File: config.mk
export PLATFORM = sky130hd
export DESIGN_NAME = prf_pulse_gen
export DESIGN_NICKNAME = d
export VERILOG_FILES = /design/src/rtl/prf_pkg.sv /design/src/rtl/prf_mod_counter.sv /design/src/rtl/prf_width_flag.sv /design/src/rtl/prf_rise_det.sv /design/src/rtl/prf_pulse_gen.sv
export SDC_FILE = /design/constraint.sdc
export NUM_CORES = 1
export LEC_CHECK = 0
export ABC_AREA = 1
export BUFFER_PORTS_ARGS = -buffer_cell sky130_fd_sc_hd__buf_4
export CORE_MARGIN = 2
export CORE_UTILIZATION = 45
export CTS_CLUSTER_DIAMETER = 100
export DETAILED_ROUTE_END_ITERATION = 8
export GPL_ROUTABILITY_DRIVEN = 0
export MAX_ROUTING_LAYER = met4
export PLACE_DENSITY = 0.6
export SLEW_MARGIN = 20
export SYNTH_ARGS = -nofsm -noshare
export SYNTH_HDL_FRONTEND = slang
export SYNTH_HIERARCHICAL = 1
export SYNTH_SLANG_ARGS = --single-unit
File: constraint.sdc
create_clock -name clk -period 1.5 [get_ports clk]
set_clock_uncertainty 0.05 [all_clocks]
set_input_delay 0.15 -clock clk [delete_from_list [all_inputs] [get_ports clk]]
set_output_delay 0.15 -clock clk [all_outputs]
set_load 0.02 [all_outputs]
File: src/rtl/prf_pkg.sv
package prf_pkg;

  // Counter width able to hold the values 0 .. n-1, never narrower than one bit.
  function automatic int cnt_bits(input int n);
    int b;
    b = $clog2(n);
    if (b < 1) b = 1;
    return b;
  endfunction

  // Behaviour of a pulse flag when a set strobe and a width expiry coincide.
  typedef enum logic [0:0] {
    PRIO_CLEAR = 1'b0,
    PRIO_SET   = 1'b1
  } flag_prio_e;

endpackage

File: src/rtl/prf_mod_counter.sv
module prf_mod_counter #(
  parameter int MOD = 60
) (
  input  logic clk,
  input  logic rst,
  input  logic clr,
  input  logic en,
  output logic stb
);
  localparam int W = prf_pkg::cnt_bits(MOD);
  localparam logic [W-1:0] LAST = W'(MOD - 1);

  logic [W-1:0] cnt_q;
  logic         at_last;

  assign at_last = (cnt_q == LAST);
  assign stb     = en && at_last;

  always_ff @(posedge clk) begin
    if (rst || clr) begin
      cnt_q <= '0;
    end else if (en) begin
      if (at_last) cnt_q <= '0;
      else         cnt_q <= cnt_q + W'(1);
    end
  end

  // the strobe wraps the count back to zero
  a_r3_wrap_zero: assert property (@(posedge clk) disable iff (rst)
    (stb && !clr) |=> (cnt_q == '0));

  // the count never leaves its modulus range
  a_r3_in_range: assert property (@(posedge clk) disable iff (rst)
    cnt_q <= LAST);

  generate
    if (MOD > 1) begin : g_single
      // a strobe lasts one clock only
      a_r3_single_clock: assert property (@(posedge clk) disable iff (rst)
        stb |=> !stb);
    end
  endgenerate

endmodule

File: src/rtl/prf_width_flag.sv
module prf_width_flag #(
  parameter int                  WIDTH = 12,
  parameter prf_pkg::flag_prio_e PRIO  = prf_pkg::PRIO_CLEAR
) (
  input  logic clk,
  input  logic rst,
  input  logic clr,
  input  logic set_stb,
  output logic flag
);
  localparam int W = prf_pkg::cnt_bits(WIDTH);
  localparam logic [W-1:0] LAST = W'(WIDTH - 1);

  logic         flag_q;
  logic [W-1:0] wcnt_q;
  logic         expire;
  logic         flag_d;

  assign expire = flag_q && (wcnt_q == LAST);

  generate
    if (PRIO == prf_pkg::PRIO_CLEAR) begin : g_clear_wins
      always_comb begin
        if (expire)       flag_d = 1'b0;
        else if (set_stb) flag_d = 1'b1;
        else              flag_d = flag_q;
      end
    end else begin : g_set_wins
      always_comb begin
        if (set_stb)     flag_d = 1'b1;
        else if (expire) flag_d = 1'b0;
        else             flag_d = flag_q;
      end
    end
  endgenerate

  always_ff @(posedge clk) begin
    if (rst || clr) flag_q <= 1'b0;
    else            flag_q <= flag_d;
  end

  // Width counter is held at zero whenever the flag is low.
  always_ff @(posedge clk) begin
    if (rst || clr || !flag_q || expire) wcnt_q <= '0;
    else                                 wcnt_q <= wcnt_q + W'(1);
  end

  assign flag = flag_q;

  // a strobe with no expiry raises the flag
  a_r4_set_on_strobe: assert property (@(posedge clk) disable iff (rst)
    (set_stb && !clr && !expire) |=> flag_q);

  // expiry with clear priority drops the flag even with a strobe
  a_r4_clear_priority: assert property (@(posedge clk) disable iff (rst)
    (expire && PRIO == prf_pkg::PRIO_CLEAR) |=> !flag_q);

  // width counter idles at zero while the flag is low
  a_r5_idle_zero: assert property (@(posedge clk) disable iff (rst)
    !flag_q |-> (wcnt_q == '0));

  // width counter advances by one per clock while the pulse runs
  a_r5_counts_high: assert property (@(posedge clk) disable iff (rst)
    (flag_q && !expire && !clr) |=> (wcnt_q == $past(wcnt_q) + W'(1)));

  // the counter never passes the programmed width
  a_r2_width_bound: assert property (@(posedge clk) disable iff (rst)
    wcnt_q <= LAST);

endmodule

File: src/rtl/prf_rise_det.sv
module prf_rise_det (
  input  logic clk,
  input  logic rst,
  input  logic sig,
  output logic rise
);
  logic sig_q;

  always_ff @(posedge clk) begin
    if (rst) sig_q <= 1'b0;
    else     sig_q <= sig;
  end

  assign rise = sig && !sig_q;

  // a detected rise cannot repeat on the following clock
  a_r6_rise_isolated: assert property (@(posedge clk) disable iff (rst)
    rise |=> !rise);

endmodule

File: src/rtl/prf_pulse_gen.sv
module prf_pulse_gen #(
  parameter int HI_MOD    = 60,
  parameter int HI_WIDTH  = 12,
  parameter int MED_DIV   = 10,
  parameter int MED_WIDTH = 30
) (
  input  logic clk,
  input  logic rst,
  input  logic med_hold,
  output logic hi_pulse,
  output logic med_pulse
);
  logic hi_stb;
  logic hi_flag;
  logic hi_rise;
  logic med_stb;
  logic med_flag;

  // Fast train: free-running divider and width flag.
  prf_mod_counter #(.MOD(HI_MOD)) hi_div_i (
    .clk (clk),
    .rst (rst),
    .clr (1'b0),
    .en  (1'b1),
    .stb (hi_stb)
  );

  prf_width_flag #(.WIDTH(HI_WIDTH), .PRIO(prf_pkg::PRIO_CLEAR)) hi_flag_i (
    .clk     (clk),
    .rst     (rst),
    .clr     (1'b0),
    .set_stb (hi_stb),
    .flag    (hi_flag)
  );

  // Slow train: counts rising edges of the fast flag.
  prf_rise_det hi_edge_i (
    .clk  (clk),
    .rst  (rst),
    .sig  (hi_flag),
    .rise (hi_rise)
  );

  prf_mod_counter #(.MOD(MED_DIV)) med_div_i (
    .clk (clk),
    .rst (rst),
    .clr (med_hold),
    .en  (hi_rise),
    .stb (med_stb)
  );

  prf_width_flag #(.WIDTH(MED_WIDTH), .PRIO(prf_pkg::PRIO_CLEAR)) med_flag_i (
    .clk     (clk),
    .rst     (rst),
    .clr     (med_hold),
    .set_stb (med_stb),
    .flag    (med_flag)
  );

  assign hi_pulse  = hi_flag;
  assign med_pulse = med_flag;

  // hold forces the slow train low on the next edge
  a_r8_hold_low: assert property (@(posedge clk) disable iff (rst)
    med_hold |=> !med_pulse);

  // the slow divider strobes only on a fast rising edge
  a_r6_stb_on_rise: assert property (@(posedge clk) disable iff (rst)
    med_stb |-> hi_rise);

  // a slow pulse starts only after a counted fast edge
  a_r6_start_after_rise: assert property (@(posedge clk) disable iff (rst)
    $rose(med_pulse) |-> $past(hi_rise));

  // fast rising edges line up with the fast divider strobe
  a_r1_rise_after_stb: assert property (@(posedge clk) disable iff (rst)
    $rose(hi_pulse) |-> $past(hi_stb));

  // outputs are low immediately after a reset edge
  a_r10_reset_low: assert property (@(posedge clk)
    $past(rst) |-> (!hi_pulse && !med_pulse));

endmodule

== Word-level counts from Yosys, hierarchy flattened ==
Index checks and enable logic that the tools add are counted.

* Register bits: 22
* Latch bits: 0
* Memory bits (writable): 0
* Bits in read-only memories: 0
* Input port bits: 3
* Output and inout bits: 2
* Word-level logic and storage cells: 31
* Memories: 0

* $add $sub $neg: 4
* Multipliers: 0
* Divide/modulo/power cells: 0
* Magnitude comparators: 0
* Equal/unequal tests: 4
* Shift operators: 0
* Mux-type cells: 1
* Bitwise operators: 0
* Reductions and logical operators: 15

{| class="wikitable"
|+ Operators with widths
! kind !! number
|-
| 4-bit by 1-bit adder with 4-bit output (second input constant) || 2
|-
| 4-bit == test (second input constant) || 2
|-
| 6-bit by 1-bit adder with 6-bit output (second input constant) || 1
|-
| 6-bit == test (second input constant) || 1
|-
| 2-bit OR reduction || 3
|-
| 5-bit by 1-bit adder with 5-bit output (second input constant) || 1
|-
| 5-bit == test (second input constant) || 1
|-
| 1-bit logical OR || 5
|-
| 1-bit logical AND || 4
|-
| 4-bit two-way mux || 1
|-
| 1-bit zero test || 3
|}

== Depth between registers and ports, before layout ==
Gate-level depths: netlist of the first run.

* Depth after elaboration: 3
* Gate-level depth with buffers: 8
* Depth with buffers taken out: 8

== Modules after synthesis ==
Netlist of the first run, hierarchy kept.

{| class="wikitable"
|+ Modules (own cells, without submodules)
! module !! times used !! cells each !! area an instance (um^2) !! seq. area each (um^2)
|-
| prf_mod_counter (hi_div_i) || 1 || 46 || 321.6 || 120.1
|-
| prf_width_flag (med_flag_i) || 1 || 35 || 270.3 || 120.1
|-
| prf_width_flag (hi_flag_i) || 1 || 25 || 209.0 || 100.1
|-
| prf_mod_counter (med_div_i) || 1 || 29 || 202.7 || 80.1
|-
| prf_rise_det || 1 || 4 || 31.3 || 20.0
|-
| prf_pulse_gen || 1 || 2 || 7.5 || 0.0
|}

== Least setup slack after synthesis of the first run ==
No wires, ideal clock.

* Path kind: reg-to-reg
* Start point: register hi_flag_i.flag_q (netlist: hi_flag_i/flag)
* End point: register med_flag_i.flag_q (netlist: med_flag_i/flag)
* Library setup time: 0.070 ns
* Data arrival time: 1.126 ns
* Data required time: 1.380 ns
* Slack: 0.254 ns
* Stages on the path, launching flop included: 9
* Buffers on the path: 0
* Period minus slack after synthesis: 1.246 ns
* Path through: dfxtp_1 -> inv_1 -> nor2_1 -> nand2_2 -> inv_2 -> nand2_2 -> inv_1 -> o21ai_0 -> a21oi_1

* Longest elaborated chain between the ends: 2

{| class="wikitable"
|+ RTL lines
! element !! RTL line !! text
|-
| from (decl) || prf_width_flag.sv:14 || <nowiki>logic flag_q;</nowiki>
|-
| from (signal assigned) || prf_width_flag.sv:39 || <nowiki>else flag_q <= flag_d;</nowiki>
|-
| 1-bit logical AND || prf_rise_det.sv:14 || <nowiki>assign rise = sig && !sig_q;</nowiki>
|-
| net hi_rise || prf_pulse_gen.sv:15 || <nowiki>logic hi_rise;</nowiki>
|-
| 1-bit logical AND || prf_mod_counter.sv:17 || <nowiki>assign stb = en && at_last;</nowiki>
|-
| net med_stb || prf_pulse_gen.sv:16 || <nowiki>logic med_stb;</nowiki>
|-
| to (signal assigned) || prf_width_flag.sv:39 ||
|-
| to (decl) || prf_width_flag.sv:14 ||
|}

The timed path passes the listed nets, and every way through them passes these cells.
A chain may end at the register's enable or synchronous reset.

== Final worst setup path of the first run ==
Ends and elaborated chain as after synthesis.

==> insert_results.sql, run 1 <==
INSERT INTO impl_metrics (metric_group, metric, value, unit) VALUES
('outcome', 'run_status', 'finished clean', ''),
('synth', 'synthArstFlopShare', '0', '%'),
('synth', 'dominantRegCellSynth', 'sky130_fd_sc_hd__dfxtp_1', ''),
('power_and_ir_drop', 'power.switching_fraction', '20.96', '%'),
('synth', 'syn_inst', '141', ''),
('hold_path', 'hold_class', 'in2reg', ''),
('global_route', 'grt_overflow', '0', ''),
('placed_design', 'io_buffer_count', '4', ''),
('synth', 'netlist_area', '0.001042', 'mm^2'),
('clock_network', 'clkSinkCount', '22', ''),
('placed_design', 'dpl_hpwl', '1286', 'um'),
('setup_path', 'start_kind', 'flip-flop', ''),
('flow_run', 'max_cap_violations', '0', ''),
('power_and_ir_drop', 'power', '0.0009467', 'W'),
('clock_network', 'resized_after_cts', '0', ''),
('power_and_ir_drop', 'p_comb_share', '3.5', '%'),
('clock_network', 'cts_max_level', '1', ''),
('detailed_routing', 'drt.antenna.violating_nets', '0', ''),
('setup_path', 'r2r-end', 'med_flag_i/flag', ''),
('synth', 'synth_warnings', '6', ''),
('clock_network', 'cts_setup_buffers', '0', ''),
('detailed_routing', 'avgViaCountPerCell', '4.500', ''),
('setup_path', 'r2r_cells', '8', ''),
('floorplanning', 'core_region_area', '0.002191', 'mm^2'),
('sta', 'fin_crit', '1.252', 'ns'),
('floorplanning', 'floorplan.die.height', '52.13', 'um'),
('clock_network', 'cts.reportedPaths.clkPinSlew', '0.12', 'ns'),
('synth', 'syn_area_per_cell', '7.392', 'um^2'),
('synth', 'count_of_flip_flops_with_a_built_in_enable_after_synthesis', '0', ''),
('detailed_routing', 'detailedRoute.firstIterationViolations', '6', ''),
('floorplanning', 'core.rowCount', '17', ''),
('power_and_ir_drop', 'power_density', '810.1', 'mW/mm^2'),
('detailed_routing', 'finalWirelength', '1634', 'um'),
('setup_path', 'arrival', '1.45', 'ns'),
('sta', 'grt_setup_unrepaired', 'false', ''),
('setup_path', 'critical_path_required', '1.70', 'ns'),
('clock_network', 'cts-root-to-sink-buffers', '2', ''),
('sta', 'fin_tns_setup', '0', 'ns'),
('setup_path', 'critPathCapture', 'med_flag_i/flag', ''),
('setup_path', 'critical_path.startpoint', 'hi_flag_i/flag', ''),
('setup_path', 'path_class', 'reg2reg', ''),
('synth', 'ys_top_cells_by_area', 'sky130_fd_sc_hd__dfxtp_1, sky130_fd_sc_hd__nor2_1, sky130_fd_sc_hd__nand2_1', ''),
('sta', 'clock.fmax', '798.6', 'MHz'),
('detailed_routing', 'drt-pass1-iter-count', '2', ''),
('clock_network', 'tritoncts', 'done', ''),
('power_and_ir_drop', 'pwr-share-clk', '34.3', '%'),
('clock_network', 'cts_inserted_buffers', '3', ''),
('synth', 'synth_commonest_cells', 'sky130_fd_sc_hd__nor2_1, sky130_fd_sc_hd__dfxtp_1, sky130_fd_sc_hd__nand2_1, sky130_fd_sc_hd__inv_1, sky130_fd_sc_hd__nand2_2', ''),
('sta', 'timing_max_transition_violations_final', '0', ''),
('sta', 'hold_ws', '0.06050', 'ns'),
('sta', 'finalSetupViolCount', '0', ''),
('global_route', 'grt_antenna_before_repair', '0', ''),
('cells_and_area', 'drive_above_1_share', '20.13', '%'),
('power_and_ir_drop', 'p_leak', '0.4926', 'nW'),
('synth', 'post_synth_num_cell_types', '20', ''),
('cells_and_area', 'flow.area_growth_from_synthesis', '12.12', '%'),
('cells_and_area', 'nets', '162', ''),
('sta', 'finalHoldViolCount', '0', ''),
('power_and_ir_drop', 'cell_internal_pwr', '0.0007483', 'W'),
('setup_path', 'reg2reg_slack', '0.25', 'ns'),
('floorplanning', 'die_area', '0.002717', 'mm^2'),
('synth', 'synthDominantAreaCellType', 'sky130_fd_sc_hd__dfxtp_1', ''),
('sta', 'layout_worst_path_cycle_share', '83.48', '%'),
('synth', 'sequential_cell_area_fraction_in_the_yosys_report', '42.26', '%'),
('detailed_routing', 'detailroute.via_count', '819', ''),
('global_route', 'grt_max_degree', '13', ''),
('global_route', 'grt_usage', '15.69', '%'),
('clock_network', 'clk_latency', '0.30', 'ns'),
('clock_network', 'cts_hold_buffers_added', '1', ''),
('synth', 'library_cell_with_the_highest_instance_count_after_synthesis', 'sky130_fd_sc_hd__nor2_1', ''),
('hold_path', 'timing.hold.worst.start', 'med_hold', '');
-- registers in the layout, summed over array words and instances, names as in the netlist --
register and cells:
hi_div_i/cnt_q 6, med_flag_i/wcnt_q 5, med_flag_i/flag 1, hi_flag_i/flag 1
hi_flag_i/wcnt_q 4, med_div_i/cnt_q 4, hi_edge_i/sig_q 1
-- power groups by stage --
| stage | combinational [W] | clock, W | sequential, W |
|---|---|---|---|
| 3_3_place_gp | 0.0000314 | 0 | 0.000602 |
| 5_1_grt | 0.0000389 | 0.000366 | 0.000590 |
| 6_report | 0.0000334 | 0.000325 | 0.000589 |
| 4_1_cts | 0.0000336 | 0.000342 | 0.000589 |
| 3_5_place_dp | 0.0000315 | 0 | 0.000602 |
| 2_1_floorplan | 0.0000200 | 0 | 0.000601 |
-- layout by cell type, fill, tap and decap left out --
master	Yosys	final
sky130_fd_sc_hd__xor2_1	1	1
sky130_fd_sc_hd__ha_1	4	4
sky130_fd_sc_hd__nor3b_1	1	1
sky130_fd_sc_hd__or2_1	1	1
sky130_fd_sc_hd__o21ai_0	5	5
sky130_fd_sc_hd__dfxtp_1	22	22
sky130_fd_sc_hd__dlygate4sd3_1	0	1
sky130_fd_sc_hd__nor2_4	2	2
sky130_fd_sc_hd__a21oi_1	5	5
sky130_fd_sc_hd__inv_2	5	5
sky130_fd_sc_hd__nand2_2	8	8
sky130_fd_sc_hd__nand3_1	6	6
sky130_fd_sc_hd__clkbuf_8	0	1
sky130_fd_sc_hd__nand3_2	3	3
sky130_fd_sc_hd__inv_1	18	18
sky130_fd_sc_hd__conb_1	2	6
sky130_fd_sc_hd__buf_4	0	4
sky130_fd_sc_hd__nand2_1	22	22
sky130_fd_sc_hd__clkbuf_4	0	3
sky130_fd_sc_hd__nand4_1	4	4
sky130_fd_sc_hd__nor2_2	4	4
sky130_fd_sc_hd__xnor2_1	2	2
sky130_fd_sc_hd__nor2_1	25	25
sky130_fd_sc_hd__a21oi_2	1	1
-- critical path, cell delays in order, from the launching register on --
cell	delay [ns]
sky130_fd_sc_hd__dfxtp_1	0.42
sky130_fd_sc_hd__inv_1	0.08
sky130_fd_sc_hd__nor2_1	0.19
sky130_fd_sc_hd__nand2_2	0.09
sky130_fd_sc_hd__inv_2	0.08
sky130_fd_sc_hd__nand2_2	0.06
sky130_fd_sc_hd__inv_1	0.04
sky130_fd_sc_hd__o21ai_0	0.06
sky130_fd_sc_hd__a21oi_1	0.12
-- worst min path at each step --
stage,endpoint,slack (ns),cells after the start
5_1_grt,med_div_i/cnt_q[3],0.06,4
3_3_place_gp,hi_edge_i/sig_q,0.34,2
3_5_place_dp,hi_edge_i/sig_q,0.34,2
4_1_cts,med_div_i/cnt_q[3],0.05,4
2_1_floorplan,hi_edge_i/sig_q,0.17,1
6_report,med_div_i/cnt_q[3],0.06,4
-- kinds of logic (layout without fill, tap and decap cells) --
group | count (synthesis) | in the layout | share of synthesized area [%]
adders and majority gates | 4 | 4 | 4.802
and+or+nand+nor | 76 | 76 | 35.77
xor gates and xnor gates | 3 | 3 | 2.521
AOI/OAI and AO/OA | 11 | 11 | 5.642
DFF | 22 | 22 | 42.26
buffers and inverters | 23 | 32 | 8.283
other | 2 | 6 | 0.7206
-- per-layer routing --
layer | track usage, % | up-vias | routed length, um
met4 | 10.53 | 0 | 46
met1 | 16.19 | 358 | 754
met3 | 3.448 | 4 | 23
li1 | - | 454 | -
met5 | - | - | 0
met2 | 26.58 | 3 | 809
-- layout make-up --
cell class	count	area [um^2]
Clock buffer	4	36.28
Fill cell	225	1022
Inverter	23	86.33
Multi-Input combinational cell	100	530.5
Sequential cell	22	440.4
Tap cell	28	35.03
Timing Repair Buffer	5	40.04
-- through the flow --
step / utilization (%) / worst slack (ns) / std cells / area, um^2
after floorplan: - / 0.2538 / 145 / 1057
after global placement: 51.23 / 0.2678 / 177 / 1122
after detailed placement: 51.23 / 0.2484 / 177 / 1122
after CTS: 53.34 / 0.2253 / 182 / 1169
after global routing: 53.34 / 0.1124 / 182 / 1169
final: 53.34 / 0.2477 / 182 / 1169
Note: power is estimated with default switching activity, not from simulation.
==> run 2: changes to the inputs <==
- clock period: 1.5 -> 1.2 ns (I/O delays scaled with it)
==> insert_results.sql, run 2 (same netlist as run 1, synthesis figures left out) <==
INSERT INTO impl_metrics (metric_group, metric, value, unit) VALUES
('detailed_routing', 'detailedRoute.firstIterationViolations', '8', ''),
('clock_network', 'cts-root-buf', 'sky130_fd_sc_hd__clkbuf_4', ''),
('floorplanning', 'floorplan.initialDensity', '47.57', '%'),
('floorplanning', 'core_region_area', '0.002191', 'mm^2'),
('global_route', 'first_global_vias', '798', ''),
('floorplanning', 'die_width', '52.13', 'um'),
('detailed_routing', 'avgViaCountPerCell', '4.500', ''),
('sta', 'timing_max_transition_violations_final', '0', ''),
('placed_design', 'dp.cells', '180', ''),
('cells_and_area', 'flow.area_growth_from_synthesis', '15.01', '%'),
('sta', 'finalHoldViolCount', '0', ''),
('sta', 'fin_tns_setup', '0', 'ns'),
('flow_run', 'max_cap_violations', '0', ''),
('power_and_ir_drop', 'p_leak', '0.5049', 'nW'),
('cells_and_area', 'final-instance-count-excl-fill', '184', ''),
('hold_path', 'hold_class', 'in2reg', ''),
('clock_network', 'clk_latency', '0.31', 'ns'),
('detailed_routing', 'drt-pass1-iter-count', '4', ''),
('clock_network', 'cts-root-to-sink-buffers', '2', ''),
('clock_network', 'tritoncts', 'done', ''),
('cells_and_area', 'leading_cell_type_in_the_layout_fill_and_taps_excluded', 'sky130_fd_sc_hd__nor2_1', ''),
('power_and_ir_drop', 'power.switching_fraction', '21.40', '%'),
('power_and_ir_drop', 'ir_worst_vdd', '716.6', 'uV'),
('power_and_ir_drop', 'power', '0.001105', 'W'),
('setup_path', 'critical_path_required', '1.36', 'ns'),
('detailed_routing', 'detailroute.via_count', '828', ''),
('floorplanning', 'floorplan.die.height', '52.13', 'um'),
('placed_design', 'detailed_place.area', '0.001146', 'mm^2'),
('placed_design', 'dpl_hpwl', '1262', 'um'),
('power_and_ir_drop', 'pwr-share-clk', '29.3', '%'),
('power_and_ir_drop', 'power_density', '921.7', 'mW/mm^2'),
('cells_and_area', 'fillerInstances', '231', ''),
('detailed_routing', 'detail_route.wl_per_cell', '8.663', 'um'),
('floorplanning', 'io_pins', '5', ''),
('cells_and_area', 'multi_input_comb_area', '545.5', 'um^2'),
('sta', 'worst_slack', '0.09466', 'ns'),
('global_route', 'grt_antenna_before_repair', '0', ''),
('global_route', 'grt_overflow', '0', ''),
('detailed_routing', 'finalWirelength', '1594', 'um'),
('placed_design', 'io_buffer_count', '4', ''),
('cells_and_area', 'drive_above_1_share', '26.92', '%'),
('detailed_routing', 'drt.antenna.violating_nets', '0', ''),
('cells_and_area', 'reg_top3', 'hi_div_i/cnt_q x6, med_flag_i/wcnt_q x5', ''),
('power_and_ir_drop', 'power_frac_seq', '66.6', '%'),
('cells_and_area', 'most-common-layout-cells', 'sky130_fd_sc_hd__nor2_1, sky130_fd_sc_hd__nand2_1, sky130_fd_sc_hd__inv_1', ''),
('global_route', 'grt_usage', '15.96', '%'),
('sta', 'finalSetupViolCount', '0', ''),
('power_and_ir_drop', 'net-switching-power', '0.0002364', 'W'),
('outcome', 'run_status', 'finished clean', ''),
('placed_design', 'place_worst_setup_slack', '0.05225', 'ns'),
('detailed_routing', 'drc', '0', ''),
('floorplanning', 'core.rowCount', '17', ''),
('sta', 'layout_worst_path_cycle_share', '92.11', '%'),
('clock_network', 'cts.reportedPaths.clkPinSlew', '0.11', 'ns'),
('setup_path', 'arrival', '1.26', 'ns'),
('power_and_ir_drop', 'p_comb_share', '4.0', '%'),
('cells_and_area', 'nets', '165', ''),
('cells_and_area', 'largest_register_ffs', '6', ''),
('sta', 'clock.fmax', '904.7', 'MHz'),
('global_route', 'wire_length_of_the_first_global_routing_pass', '3146', 'um'),
('clock_network', 'cts_setup_buffers', '0', ''),
('clock_network', 'clkSinkCount', '22', ''),
('cells_and_area', 'post-route-cell-area', '0.001199', 'mm^2'),
('setup_path', 'path_class', 'reg2reg', ''),
('setup_path', 'worst_setup_path_end_kind', 'flip-flop', ''),
('global_route', 'grt_max_degree', '12', ''),
('clock_network', 'cts_inserted_buffers', '3', ''),
('power_and_ir_drop', 'cell_internal_pwr', '0.0008683', 'W'),
('clock_network', 'cts_max_level', '1', ''),
('sta', 'fin_crit', '1.105', 'ns'),
('cells_and_area', 'ff_latch_area', '446.7', 'um^2'),
('sta', 'grt_setup_unrepaired', 'true', ''),
('setup_path', 'cp_max_fo', '4', ''),
('floorplanning', 'die_area', '0.002717', 'mm^2'),
('cells_and_area', 'antennaDiodeCount', '0', ''),
('cells_and_area', 'largest-register', 'hi_div_i/cnt_q', ''),
('setup_path', 'start_kind', 'flip-flop', '');
[run 2: final cells by class]
type | instances | share of cell area (%)
sequential | 22 | 37.27
tap | 28 | 2.923
timing repair buffer | 8 | 5.219
inverter | 23 | 7.203
multi-input combinational | 100 | 45.51
clock buffer | 3 | 1.879
[run 2: through the flow]
stage | hold slack (ns) | util (%)
floorplan | 0.1424 | -
global placement | 0.3114 | 52.31
detailed placement | 0.3149 | 52.31
CTS | 0.01840 | 53.80
global route | 0.06149 | 54.71
finish | 0.03892 | 54.71
[run 2: timing repair]
item	4_1_cts	5_1_grt
hold endpoints to repair	1	0
setup endpoints to repair	0	12
hold buffers	1	0
gates resized for setup	0	9
[run 2: metal layers]
metal | track usage (%) | share of wire (%)
met4 | 8.772 | 1.8
met2 | 26.58 | 49
met1 | 17.51 | 47
met3 | 3.736 | 1.9
met5 | - | 0
[run 2: worst paths after layout]
| path | to | startpoint | cells past startpoint | slack (ns) |
|---|---|---|---|---|
| max reg2reg | hi_flag_i/flag | hi_div_i/cnt_q[0] | 7 | 0.09 |
| max | hi_flag_i/flag | hi_div_i/cnt_q[0] | 7 | 0.09 |
| min reg2reg | med_flag_i/wcnt_q[0] | med_flag_i/wcnt_q[0] | 1 | 0.40 |
| min | med_div_i/cnt_q[3] | med_hold | 4 | 0.04 |
[run 2: power groups by stage]
stage | logic [W] | registers, W | clock network (W)
after floorplan | 0.0000250 | 0.000752 | 0
after global placement | 0.0000388 | 0.000752 | 0
after detailed placement | 0.0000397 | 0.000752 | 0
after CTS | 0.0000423 | 0.000736 | 0.000350
after global routing | 0.0000524 | 0.000737 | 0.000369
final | 0.0000446 | 0.000736 | 0.000324
[run 2: worst max-delay path, stage by stage (launching register included)]
cell	delay, ns
sky130_fd_sc_hd__dfxtp_2	0.35
sky130_fd_sc_hd__ha_1	0.20
sky130_fd_sc_hd__nand2_2	0.09
sky130_fd_sc_hd__inv_2	0.04
sky130_fd_sc_hd__nand3_2	0.08
sky130_fd_sc_hd__inv_1	0.05
sky130_fd_sc_hd__o21ai_2	0.10
sky130_fd_sc_hd__nor2_1	0.05
